$ cat config.mk
export PLATFORM = sky130hd
export DESIGN_NAME = fclk_div_mux
export DESIGN_NICKNAME = d
export VERILOG_FILES = /design/src/rtl/fclk_pkg.sv /design/src/rtl/fclk_src_sel.sv /design/src/rtl/fclk_phase_acc.sv /design/src/rtl/fclk_div_mux.sv
export SDC_FILE = /design/constraint.sdc
export NUM_CORES = 1
export LEC_CHECK = 0
export BUFFER_PORTS_ARGS = -buffer_cell sky130_fd_sc_hd__buf_2
export CAP_MARGIN = 20
export CORE_MARGIN = 8
export CORE_UTILIZATION = 50
export CTS_CLUSTER_SIZE = 8
export DETAILED_ROUTE_END_ITERATION = 8
export GPL_TIMING_DRIVEN = 0
export PLACE_DENSITY_LB_ADDON = 0.2
export REMOVE_ABC_BUFFERS = 1
export SYNTH_ARGS = -nofsm -noshare
export SYNTH_HDL_FRONTEND = slang
export SYNTH_SLANG_ARGS = --single-unit
$ cat constraint.sdc
create_clock -name clk_i -period 4 [get_ports clk_i]
set_clock_uncertainty 0.15 [all_clocks]
set_input_delay 0 -clock clk_i [delete_from_list [all_inputs] [get_ports clk_i]]
set_output_delay 0 -clock clk_i [all_outputs]
set_load 0.03 [all_outputs]
$ cat src/rtl/fclk_pkg.sv
package fclk_pkg;
  localparam int unsigned SRC_W     = 4;
  localparam int unsigned MAX_SRC   = 1 << SRC_W;
  localparam int unsigned CTL_EN    = 4;
  localparam int unsigned DIV_POINT = 12;
endpackage

$ cat src/rtl/fclk_src_sel.sv
module fclk_src_sel
  import fclk_pkg::*;
#(
  parameter int unsigned NUM_SRC = 16
) (
  input  logic [NUM_SRC-1:0] src_stb_i,
  input  logic [SRC_W-1:0]   sel_i,
  output logic               stb_o
);
  logic [MAX_SRC-1:0] pad;

  for (genvar g = 0; g < MAX_SRC; g++) begin : g_pad
    if (g == 0 || g >= NUM_SRC) begin : g_gnd
      assign pad[g] = 1'b0;
    end else begin : g_src
      assign pad[g] = src_stb_i[g];
    end
  end

  assign stb_o = pad[sel_i];

  logic unused_src0;
  assign unused_src0 = src_stb_i[0];
endmodule

$ cat src/rtl/fclk_phase_acc.sv
module fclk_phase_acc #(
  parameter int unsigned DIV_W  = 24,
  parameter int unsigned FRAC_W = 12
) (
  input  logic             clk_i,
  input  logic             rst_ni,
  input  logic             stb_i,
  input  logic             run_i,
  input  logic             chg_i,
  input  logic [DIV_W-1:0] div_i,
  output logic             tick_o
);
  localparam int unsigned AW = DIV_W + 1;
  localparam logic [AW-1:0] ONE = AW'(1) << FRAC_W;

  logic [AW-1:0] acc_q, sum, dext;
  logic          pend_q, tick_q;

  assign dext = {1'b0, div_i};
  assign sum  = acc_q + ONE;

  always_ff @(posedge clk_i or negedge rst_ni) begin
    if (!rst_ni) begin
      acc_q  <= '0;
      tick_q <= 1'b0;
      pend_q <= 1'b0;
    end else begin
      tick_q <= 1'b0;
      if (stb_i && run_i) begin
        if (pend_q) begin
          acc_q <= '0;
        end else if (dext <= ONE) begin
          // ratio at or above one: one tick per strobe
          tick_q <= 1'b1;
          acc_q  <= '0;
        end else if (sum >= dext) begin
          tick_q <= 1'b1;
          acc_q  <= sum - dext;
        end else begin
          acc_q <= sum;
        end
      end
      if (chg_i) pend_q <= 1'b1;
      else if (stb_i && run_i) pend_q <= 1'b0;
    end
  end

  assign tick_o = tick_q;

  assert_acc_bound_R5: assert property (@(posedge clk_i) disable iff (!rst_ni)
    (!pend_q && dext > ONE) |-> (acc_q < dext));

  assert_clear_R9: assert property (@(posedge clk_i) disable iff (!rst_ni)
    (pend_q && stb_i && run_i && !chg_i) |=> (acc_q == '0 && !tick_o));

  assert_small_div_R7: assert property (@(posedge clk_i) disable iff (!rst_ni)
    (!pend_q && stb_i && run_i && dext <= ONE) |=> tick_o);
endmodule

$ cat src/rtl/fclk_div_mux.sv
module fclk_div_mux
  import fclk_pkg::*;
#(
  parameter int unsigned NUM_SRC = 16,
  parameter int unsigned INT_W   = 12,
  parameter int unsigned FRAC_W  = 12
) (
  input  logic               clk_i,
  input  logic               rst_ni,
  input  logic [31:0]        ctl_i,
  input  logic [31:0]        div_i,
  input  logic [NUM_SRC-1:0] src_stb_i,
  output logic               clk_en_o,
  output logic               busy_o
);
  localparam int unsigned DIV_W   = INT_W + FRAC_W;
  localparam bit          BYPASS  = (DIV_W == 0);
  localparam int unsigned DW      = BYPASS ? 1 : DIV_W;
  localparam int unsigned DIV_LSB = DIV_POINT - FRAC_W;

  logic [SRC_W-1:0] src_q;
  logic             en_q;
  logic [DW-1:0]    div_q, div_in;
  logic             chg, sel_stb, out;

  assign div_in = BYPASS ? '0 : div_i[DIV_LSB +: DW];
  assign chg    = (ctl_i[SRC_W-1:0] != src_q) || (div_in != div_q);

  always_ff @(posedge clk_i or negedge rst_ni) begin
    if (!rst_ni) begin
      src_q <= '0;
      en_q  <= 1'b0;
      div_q <= '0;
    end else begin
      src_q <= ctl_i[SRC_W-1:0];
      en_q  <= ctl_i[CTL_EN];
      div_q <= div_in;
    end
  end

  fclk_src_sel #(.NUM_SRC(NUM_SRC)) i_sel (
    .src_stb_i(src_stb_i),
    .sel_i    (src_q),
    .stb_o    (sel_stb)
  );

  if (BYPASS) begin : g_bypass
    logic pass_q;
    always_ff @(posedge clk_i or negedge rst_ni) begin
      if (!rst_ni) pass_q <= 1'b0;
      else         pass_q <= sel_stb && en_q;
    end
    assign out = pass_q;

    assert_pass_R8: assert property (@(posedge clk_i) disable iff (!rst_ni)
      (sel_stb && en_q) |=> clk_en_o);
  end else begin : g_divide
    fclk_phase_acc #(.DIV_W(DIV_W), .FRAC_W(FRAC_W)) i_acc (
      .clk_i (clk_i),
      .rst_ni(rst_ni),
      .stb_i (sel_stb),
      .run_i (en_q && (div_q != '0)),
      .chg_i (chg),
      .div_i (div_q),
      .tick_o(out)
    );

    assert_zero_div_R6: assert property (@(posedge clk_i) disable iff (!rst_ni)
      (div_q == '0) |=> !clk_en_o);
  end

  assign clk_en_o = out;
  assign busy_o   = en_q;

  logic unused_bits;
  assign unused_bits = ^{ctl_i, div_i};

  assert_busy_R3: assert property (@(posedge clk_i) disable iff (!rst_ni)
    ctl_i[CTL_EN] |=> busy_o);

  assert_off_R2: assert property (@(posedge clk_i) disable iff (!rst_ni)
    !en_q |=> !clk_en_o);

  assert_ground_R1: assert property (@(posedge clk_i) disable iff (!rst_ni)
    (src_q == '0) |=> !clk_en_o);

  assert_one_shot_R4: assert property (@(posedge clk_i) disable iff (!rst_ni)
    !sel_stb |=> !clk_en_o);
endmodule

---- Word-level counts from Yosys, hierarchy flattened ----
Index checks and enable logic that the tools add are counted.
storage, ports and cells
  word-level logic and storage cells ...... 29
  bits of input ports ..................... 82
  flip-flop bits (word level) ............. 56
  output and inout port bits .............. 2
cells by class
  order comparisons ....................... 3
  multiplexer cells ....................... 11
  equal/unequal tests ..................... 2
  $add $sub $neg .......................... 2
  reductions and logical operators ........ 5
operators by type and width
  cell                      number
  $mux W25                  3
  $add A25 B13 Y25 const B  1
  $ge A25 B24 Y1            1
  $sub A25 B24 Y25          1
  $le A24 B13 Y1 const B    1
  $ne A24 B24 Y1            1
  $reduce_bool A24 Y1       1
  $mux W1                   7
  $lt A4 B5 Y1 const B      1
  $bmux W1 S4               1
  $ne A4 B4 Y1              1
  $logic_and A1 B1 Y1       2
  $reduce_bool A2 Y1        1
  $logic_or A1 B1 Y1        1

---- Logic depth before layout (Yosys ltp) ----
Gate-level depths: netlist (run 1).
  depth after elaboration ................. 6
  depth in mapped cells ................... 14

---- By module ----
A second synthesis (run 1) with hierarchy kept.
unflattened totals
  cell total of the unflattened synthesis .. 422
  area, all modules ....................... 3996.3 sq um
by module, submodules not included
  module          area an instance (sq um)  instances  cells an instance  sequential area each (sq um)
  fclk_phase_acc  2773.9                    1          337                675.6
  fclk_div_mux    1082.3                    1          75                 725.7
  fclk_src_sel    140.1                     1          10                 0.0

---- Worst setup path after synthesis (run 1) ----
No wires, ideal clock.
  path type ............................... reg-to-reg
  start point ............................. reg g_divide.i_acc.acc_q[12]
  end point ............................... reg g_divide.i_acc.acc_q[1]
  library setup time ...................... 121 ps
  cell stages (with the launch flop) ...... 15
  setup slack ............................. 669 ps
  data required time ...................... 3729 ps
  arrival time ............................ 3060 ps
  cell sequence ........................... dfrtp_1 ha_1 nor2b_1 or2_2 ha_1 and3_1 and2b_2 nand2b_1 o41ai_2 a211oi_2 and2_4 buf_6 nor2_8 buf_6 a22o_1
between the ends
  longest elaborated chain between the ends .. 5
RTL lines
  element                 RTL line              source
  from (decl)             fclk_phase_acc.sv:16  logic [AW-1:0] acc_q, sum, dext;
  from (signal assigned)  fclk_phase_acc.sv:38  acc_q <= sum - dext;
  from (signal assigned)  fclk_phase_acc.sv:40  acc_q <= sum;
  $add A25 B13 Y25        fclk_phase_acc.sv:20  assign sum = acc_q + ONE;
  $ge A25 B24 Y1          fclk_phase_acc.sv:36  end else if (sum >= dext) begin
  $mux W25                fclk_phase_acc.sv:36
  $mux W25                fclk_phase_acc.sv:32  end else if (dext <= ONE) begin
  $mux W25                fclk_phase_acc.sv:30  if (pend_q) begin
No other way between the ends.
A chain may end at the register's enable or synchronous reset.

---- Worst setup path in the final report (run 1) ----
  start point ............................. reg g_divide.i_acc.acc_q[13]
  end point ............................... reg g_divide.i_acc.acc_q[10]
The elaborated chain is that of the path after synthesis.

==> flow_results.org, run 1 <==
** STA
- At the pin with the least slew margin, the transition time is 1.05 ns.
- Hold Vio Cnt, Final :: 0
- Setup slack closes at 0.258 ns.
- In the final timing run, aggregate negative setup slack is 0 ns.
- Setup repair after global routing missed its margin :: no
- Headroom to the max-slew limit :: 30.0%
- Final critical path time including I/O delays and setup :: 3.74 ns
- Highest achievable clock rate :: 0.267 GHz
- On the final layout, the worst hold slack is 0.0315 ns.
- Period utilization :: 93.6%
- The count of pins over their slew limit came to 0.
- Number of endpoints failing setup at the final stage :: 0

** Drt
- Pre-Repair DR Iteration Count :: 4
- In the final routed layout, each cell accounts on average for 17.7 um.
- Number of DRC violations after detailed routing :: 0
- After the first detailed-routing iteration, the DRC count stood at 144.
- Count of vias placed by the detailed router :: 3399
- Dividing the detail-routed via count by the number of cells gives 5.72.
- The count of nets left with antenna violations once routing finished came out at 0.
- Total length of routed wires :: 10500 um

** GRT
- Global routing usage summed across all routing layers :: 19.4%
- The initial antenna violation count came to 0.
- Wire length of the first global-routing pass :: 17600 um
- For this run the aggregate overflow at the end of global routing stands at 0.
- Largest net degree at the start of global routing :: 36
- Vias in the first global route :: 3537

** Logic synthesis
- Register bit total from synthesis :: 56
- In this run the mean area of a mapped cell was 9.61 um2.
- Yosys printed 0 warnings.
- The most used flip-flop cell after synthesis is dfrtp_1.
- The netlist uses 64 different library cells.
- Number of standard cells after synthesis :: 416
- Sequential area share after synthesis :: 35.1%
- EDFF count, synth :: 0
- Cell Area, Synth :: 0.00400 mm2
- In the synthesized netlist the async set-or-reset flop fraction comes to 100%.

** Floorplan
- Number of core rows :: 32
- Boundary pin count :: 84
- After floorplanning, the core was sized to cover 0.00773 mm2.
- Starting Density :: 51.7%
- Die Height :: 105 um
- Die X :: 105 um
- The die covers 0.0111 mm2.

** Power and ir drop
- Worst voltage drop across the vdd grid :: 0.175 mV
- Static Leak :: 2.24 nW
- For this design the ratio of total power to cell area is 238 mW/mm2.

** Clock network
- TritonCTS built the clock tree.
- Total clock buffers created by CTS :: 5
- CTS clock-pin slew for the worst setup and hold paths :: 0.12 ns
- Level count of the clock H-tree :: 2
- Clock tree synthesis selected as its root buffer the cell clkbuf_8.
- Clock tree synthesis found a total of 56 sinks.
- At the later pin of the worst-skew pair, clock insertion delay measures 0.32 ns.
- The clock passes through at most 2 buffers.

** Layout
- Commonest cells after routing, fill and taps aside :: dfrtp_1 (55), xnor2_1 (48), buf_2 (47)
- Fraction of layout cells with a size suffix above 1 :: 16.5%
- After the last flow step, the layout net total stands at 599.
- Compared with the post-synthesis result, the final layout area differs by 18.6%.
- The number of antenna diodes in the final layout is 0.
- Commonest non-fill, non-tap cell in the layout :: dfrtp_1

** Hold path
- Worst hold path type :: input port to async pin

** Status
- Result of the run :: complete, no violations

** Placed design
- Port buffering added 47 buffers.
- OpenSTA, run right after detailed placement, puts the worst setup slack at -0.365 ns.
- Detailed placement finished with a half-perimeter wire length of 7860 um.
- The congestion estimate from routability-driven global placement came to 0.861.

** Critical path
- Crit start category :: flop
- At the worst endpoint, the arrival time is 3.84 ns.
- Worst-case reg-to-reg path depth :: 13
- Of all nets on the critical path, the largest fanout is 14.
- Slack of the worst reg-to-reg path :: 0.26 ns
- Worst flop-to-flop path startpoint :: g_divide.i_acc.acc_q[13]
- Worst reg2reg endpoint :: g_divide.i_acc.acc_q[10]
- Worst path required time :: 4.10 ns
- STA classifies the critical path endpoint as a flop.
- Critical path class :: flop to flop

** Job
- Max-cap violations in this run came to 0.
[how the worst max path moves through the flow]
stage / to / startpoint / cells after the start / slack [ns]
3_3_place_gp: g_divide.i_acc.acc_q[6] / g_divide.i_acc.acc_q[12] / 12 / -0.34
2_1_floorplan: g_divide.i_acc.acc_q[10] / g_divide.i_acc.acc_q[12] / 12 / 0.48
5_1_grt: g_divide.i_acc.acc_q[10] / g_divide.i_acc.acc_q[13] / 13 / 0.02
4_1_cts: g_divide.i_acc.acc_q[10] / g_divide.i_acc.acc_q[12] / 12 / 0.0006
3_5_place_dp: g_divide.i_acc.acc_q[10] / g_divide.i_acc.acc_q[12] / 12 / -0.36
6_report: g_divide.i_acc.acc_q[10] / g_divide.i_acc.acc_q[13] / 13 / 0.26
[synthesized netlist by cell type (all sizes together) (4+ instances only)]
library cell / n / share of area [%]
nand4: 12 / 1.9
xor2: 8 / 1.8
nand3: 17 / 2.1
buf: 8 / 1.3
a211oi: 4 / 0.88
and2: 4 / 0.69
a22o: 13 / 2.8
mux2i: 8 / 2.0
nor2b: 5 / 0.78
and3: 7 / 1.1
nand2: 34 / 3.3
nor2: 10 / 1.3
a21oi: 26 / 3.4
a221o: 4 / 1.0
dfrtp: 56 / 35
a21o: 9 / 1.7
xnor2: 48 / 11
o31ai: 4 / 0.75
ha: 25 / 7.8
nor4: 6 / 0.94
nor3: 8 / 1.0
inv: 33 / 3.1
o21ai: 22 / 2.9
[kinds of logic (layout without fill, tap and decap cells)]
family	Yosys count	in the layout	share of synthesized area [%]
DFF	56	56	35.1
and+or+nand+nor	114	114	15.2
AOI/OAI and AO/OA	108	108	20.2
buffers and inverters	44	120	4.73
muxes	12	12	4.16
adders and majority gates	26	26	8.33
xor gates and xnor gates	56	56	12.3
[repair_timing]
action | CTS | global route
setup endpoints to repair | 11 | 17
resized for setup | 2 | 2
setup buffers | 0 | 1
hold buffers | 30 | 0
endpoints found under the hold margin | 86 | 0
pin swaps | 0 | 1
[worst max-delay path, stage by stage, from the launching register on]
cell and delay (ns):
dfrtp_1 0.53, ha_2 0.35, nand3_1 0.12, xnor2_1 0.23
ha_1 0.34, and3_1 0.26, and2b_2 0.24, nand2b_1 0.11
o41ai_2 0.08, a211oi_2 0.38, nand2_2 0.32, o21ai_4 0.24
buf_12 0.15, a22o_1 0.15
[sequential cells by signal, summed over array words and instances, names as in the netlist]
register,cells
busy_o,1
src_q,4
div_q,24
g_divide.i_acc.pend_q,1
g_divide.i_acc.tick_o,1
g_divide.i_acc.acc_q,25
[through the flow]
stage	instance area, um2	total power, mW	cells	util, %
floorplan	3930	0.712	405	-
global placement	4290	0.778	554	55.6
detailed placement	4310	0.783	555	55.8
CTS	4720	1.13	593	61.0
global route	4740	1.19	594	61.4
finish	4740	1.13	594	61.4
[metal layers]
metal	global-route usage (%)	vias to the layer above	part of all wire, %
li1	-	1663	-
met5	0	-	0
met3	2.86	8	3.8
met2	33.8	70	51
met4	4.79	0	1.1
met1	24.6	1658	44
[where the power goes]
part / internal (mW) / switching [mW] / leakage [nW]
clock network: 0.126 / 0.200 / 0.0485
logic: 0.0999 / 0.105 / 1.49
registers: 0.581 / 0.0178 / 0.708
total: 0.807 / 0.323 / 2.24
[final cells by class]
| type | count | area, um2 |
|---|---|---|
| fill | 657 | 2990 |
| multi-input combinational | 316 | 2420 |
| sequential | 56 | 1400 |
| timing repair buffer | 79 | 576 |
| tap | 102 | 128 |
| inverter | 33 | 124 |
| clock buffer | 5 | 68.8 |
| clock inverter | 3 | 22.5 |
Note: power is estimated with default switching activity, not from simulation.
==> run 2, diff against run 1 <==
--- a/config.mk
+++ b/config.mk
@@ -16,4 +16,5 @@
 export REMOVE_ABC_BUFFERS = 1
 export SYNTH_ARGS = -nofsm -noshare
 export SYNTH_HDL_FRONTEND = slang
+export SYNTH_HIERARCHICAL = 1
 export SYNTH_SLANG_ARGS = --single-unit
==> flow_results.org, run 2 <==
** GRT
- Largest net degree at the start of global routing :: 39
- For this run, global-route usage on met2 was measured as 33.5%.
- Most crowded layer after global routing :: met2
- The first global-routing pass estimated 18000 um of wire.
- Overflow after GRT :: 0
- The number of global-route vias before repair is 3660.
- Global routing usage summed across all routing layers :: 19.9%
- The initial antenna violation count is 0.
- Met3 layer usage reported by global route :: 4.57%
- For met1 alone, demand over resource in global routing was 25.2%.

** Layout
- In the final layout, the registers with the most flip-flops are g_divide.i_acc/acc_q (25), div_q (24), src_q (4).
- Commonest cells after routing, fill and taps aside :: dfrtp_1 (56), buf_2 (48), nand2_1 (30), dlygate4sd3_1 (30), inv_1 (29)
- The register with the most flip-flops in the final layout is g_divide.i_acc/acc_q.
- Leaving out fill and tap cells, the most frequent cell in the layout is dfrtp_1.
- At the end of the flow, the number of nets in the layout was 610.
- Area added between synthesis and finish :: 19.1%
- The register with the most flip-flops in the layout has 25 of them.
- The repair_antennas step left the layout with diodes totalling 0.
- Final cell utilization of the core :: 61.6%
- Area of all placed cells without fillers :: 0.00476 mm2
- Of the cells placed in the final design, the portion with a size suffix greater than 1 is 15.7%.

** Logic synthesis
- Counting flops with a built-in enable in the synthesized netlist gives 0.
- Sequential cells were found to cover 35.1% of the synthesized design area.
- The synthesized netlist occupies a cell area of 0.00400 mm2.
- Number of standard cells after synthesis :: 422
- Averaged over all synthesized cells, the footprint is 9.47 um2.
- Counting distinct cell types in the post-synthesis netlist gives 64.
- After synthesis the netlist holds a flip-flop and latch count of 56.
- Count leader, synth :: dfrtp_1
- In the synthesized netlist the dominant register cell turns out to be dfrtp_1.
- Counting flops with an async set or reset pin after synthesis yields a share of 100%.
- Ys Warns :: 6
- Cell accounting for the most synthesized area :: dfrtp_1
- Most common library cells after synthesis :: dfrtp_1 (56), nand2_1 (30), inv_1 (29), xnor2_1 (28), xor2_1 (28)
- By area the synthesized netlist is led by dfrtp_1 (35%), ha_1 (7.8%), xnor2_1 (6.1%).
- Share of the synthesized area in the top cell type :: 35.1%

** Floorplan
- Die X :: 105 um
- Number of core rows :: 32
- After floorplanning, the core was sized to cover 0.00773 mm2.
- Once the floorplan was initialized, standard cells occupied 51.7% of the core.
- Area of the die :: 0.0111 mm2
- 84 I/O pins were placed.
- Die Height :: 105 um

** Placed design
- HPWL reported at the end of detailed placement :: 7860 um
- The congestion estimate from routability-driven global placement came to 0.920.
- Buffers placed on the I/O ports in this run total 47.
- Pre-CTS setup slack :: -0.220 ns
- In this run the cell area measured after placement is 0.00431 mm2.

** STA
- Fin worst setup slack :: 0.361 ns
- Setup violations remaining at the end of the flow were counted as 0.
- Final-layout worst hold slack :: -0.00568 ns
- Hold Vio Cnt, Final :: 14
- Number of pins with negative max-slew slack in the final report :: 0
- Period utilization :: 91.0%
- Actual transition at the worst max-transition pin :: 0.563 ns
- Headroom to the max-slew limit :: 62.2%
- Timing would allow up to 0.275 GHz.
- Final critical path time including I/O delays and setup :: 3.64 ns
- Setup repair after global routing left no endpoint under its margin.

** Clock network
- Sinks on the clock net :: 56
- Total clock buffers created by CTS :: 5
- Clock-pin slew was measured on the worst setup and hold paths at 0.11 ns.
- Clock latency on the worst-skew pair :: 0.32 ns
- TritonCTS built the clock tree.
- CTS placed an instance of clkbuf_8 at the clock tree root.
- CTS built an H-tree with a depth of 2.
- Clock Tree Buf Depth :: 2

** Status
- Result of the run :: complete, but fails checks
- The final reports fail on negative hold slack.

** Job
- The tool flagged a number of max-cap violations equal to 0.

** Critical path
- The critical path is of the flop to flop type.
- Crit start category :: flop
- The worst setup path is captured at a flop.
- Of all nets on the critical path, the largest fanout is 10.
- Arrival time of the worst setup path :: 3.73 ns
- STA puts the critical path data required time at 4.09 ns.

** Power and ir drop
- Cell Int Power :: 0.804 mW
- Power density of the placed cells :: 239 mW/mm2
- Sequential cells account for 53.1% of the total power.
- The share of total power dissipated in combinational logic is 17.5%.
- Per report_power, the clock group accounts for 29.4% of the total.
- VDD sags by at most 0.207 mV.
- For this design the total switching power over the nets is 0.332 mW.
- Final total power :: 1.14 mW
- Of the total power, the share spent switching nets is 29.3%.
- Static Leak :: 2.27 nW

** Drt
- Violation count after the first detailed-route iteration :: 275
- Average vias per placed instance :: 5.81
- Wires add up to 10900 um.
- Antenna-violating nets left :: 0
- Count of vias placed by the detailed router :: 3515
- For this run, design rule violations remaining after detail routing come to 0.
- Pre-Repair DR Iteration Count :: 6
- In the final routed layout, each cell accounts on average for 18.0 um.

** Hold path
- Worst hold path type :: input port to async pin
==> run 2: cell count changes after synthesis, sizes merged, moves of 4 or more <==
cell,change
nor4,+11
nor3,+5
o21ai,+6
nand2,-4
xnor2,-20
xor2,+20
nor2,+9
inv,-4
a22o,-6
==> run 2: per-layer routing <==
layer	wire (um)	part of all wire, %
met5	0	0
met4	198	1.8
met3	668	6.1
met2	5230	48
met1	4790	44
==> run 2: area by class of cell <==
| class | count | area (um2) |
|---|---|---|
| flip-flops and latches | 56 | 1400 |
| clock inverters | 3 | 22.5 |
| multi-input cells | 326 | 2420 |
| repair buffers | 84 | 611 |
| clock buffers | 5 | 68.8 |
| fillers | 660 | 2970 |
| well taps | 102 | 128 |
| inverters | 29 | 109 |
==> run 2: through the flow <==
stage          TNS, ns  std cells
6_report             0        605
5_1_grt              0        605
4_1_cts              0        601
3_5_place_dp    -0.776        562
3_3_place_gp    -0.436        560
2_1_floorplan        0        411
==> run 2: logic make-up (layout without fill, tap and decap cells) <==
logic type               count (synthesis)  in the layout  synth area share (%)
AND/OR/NAND/NOR                        127            127                  16.8
flip-flops                              56             56                  35.1
multiplexers                            14             14                  4.63
AO/OA/AOI/OAI                          103            103                  18.3
XOR/XNOR                                56             56                  12.3
adder cells (fa/ha/maj)                 26             26                  8.33
buffers and inverters                   40            121                  4.66
==> run 2: what timing repair did <==
action	4_1_cts	5_1_grt
hold buffers	30	0
pin swaps	1	1
endpoints found under the setup margin	6	24
buffers inserted	1	4
gates resized for setup	2	2
hold endpoints to repair	85	0
==> run 2: worst paths after layout <==
check,slack (ns),depth (start not counted),endpoint,from
max reg2reg,0.36,13,g_divide.i_acc/acc_q[23],g_divide.i_acc/acc_q[12]
max,0.36,13,g_divide.i_acc/acc_q[23],g_divide.i_acc/acc_q[12]
min in group clk_i,0.18,2,div_q[10],div_i[10]
min reg2reg,0.36,2,g_divide.i_acc/acc_q[7],g_divide.i_acc/acc_q[7]
min,-0.006,2,g_divide.i_acc/acc_q[3],rst_ni
max in group asynchronous,3.14,3,g_divide.i_acc/acc_q[16],rst_ni
==> run 2: critical path: stages (launching register included) <==
cell and delay, ns:
dfrtp_1 0.44, ha_2 0.28, and4_1 0.26, nand2_1 0.09
xnor2_1 0.21, ha_1 0.32, a21oi_1 0.21, o21ai_0 0.16
or2_1 0.27, o221a_2 0.39, nor2_4 0.23, buf_4 0.21
a31oi_1 0.08, o32ai_1 0.26
==> run 2: power groups by stage <==
stage               Sequential, mW  Combinational, mW  Clock (mW)
finish                       0.603              0.199       0.334
global placement             0.613              0.163           0
detailed placement           0.614              0.168           0
global route                 0.606              0.218       0.362
floorplan                    0.608             0.0999           0
CTS                          0.602              0.195       0.340
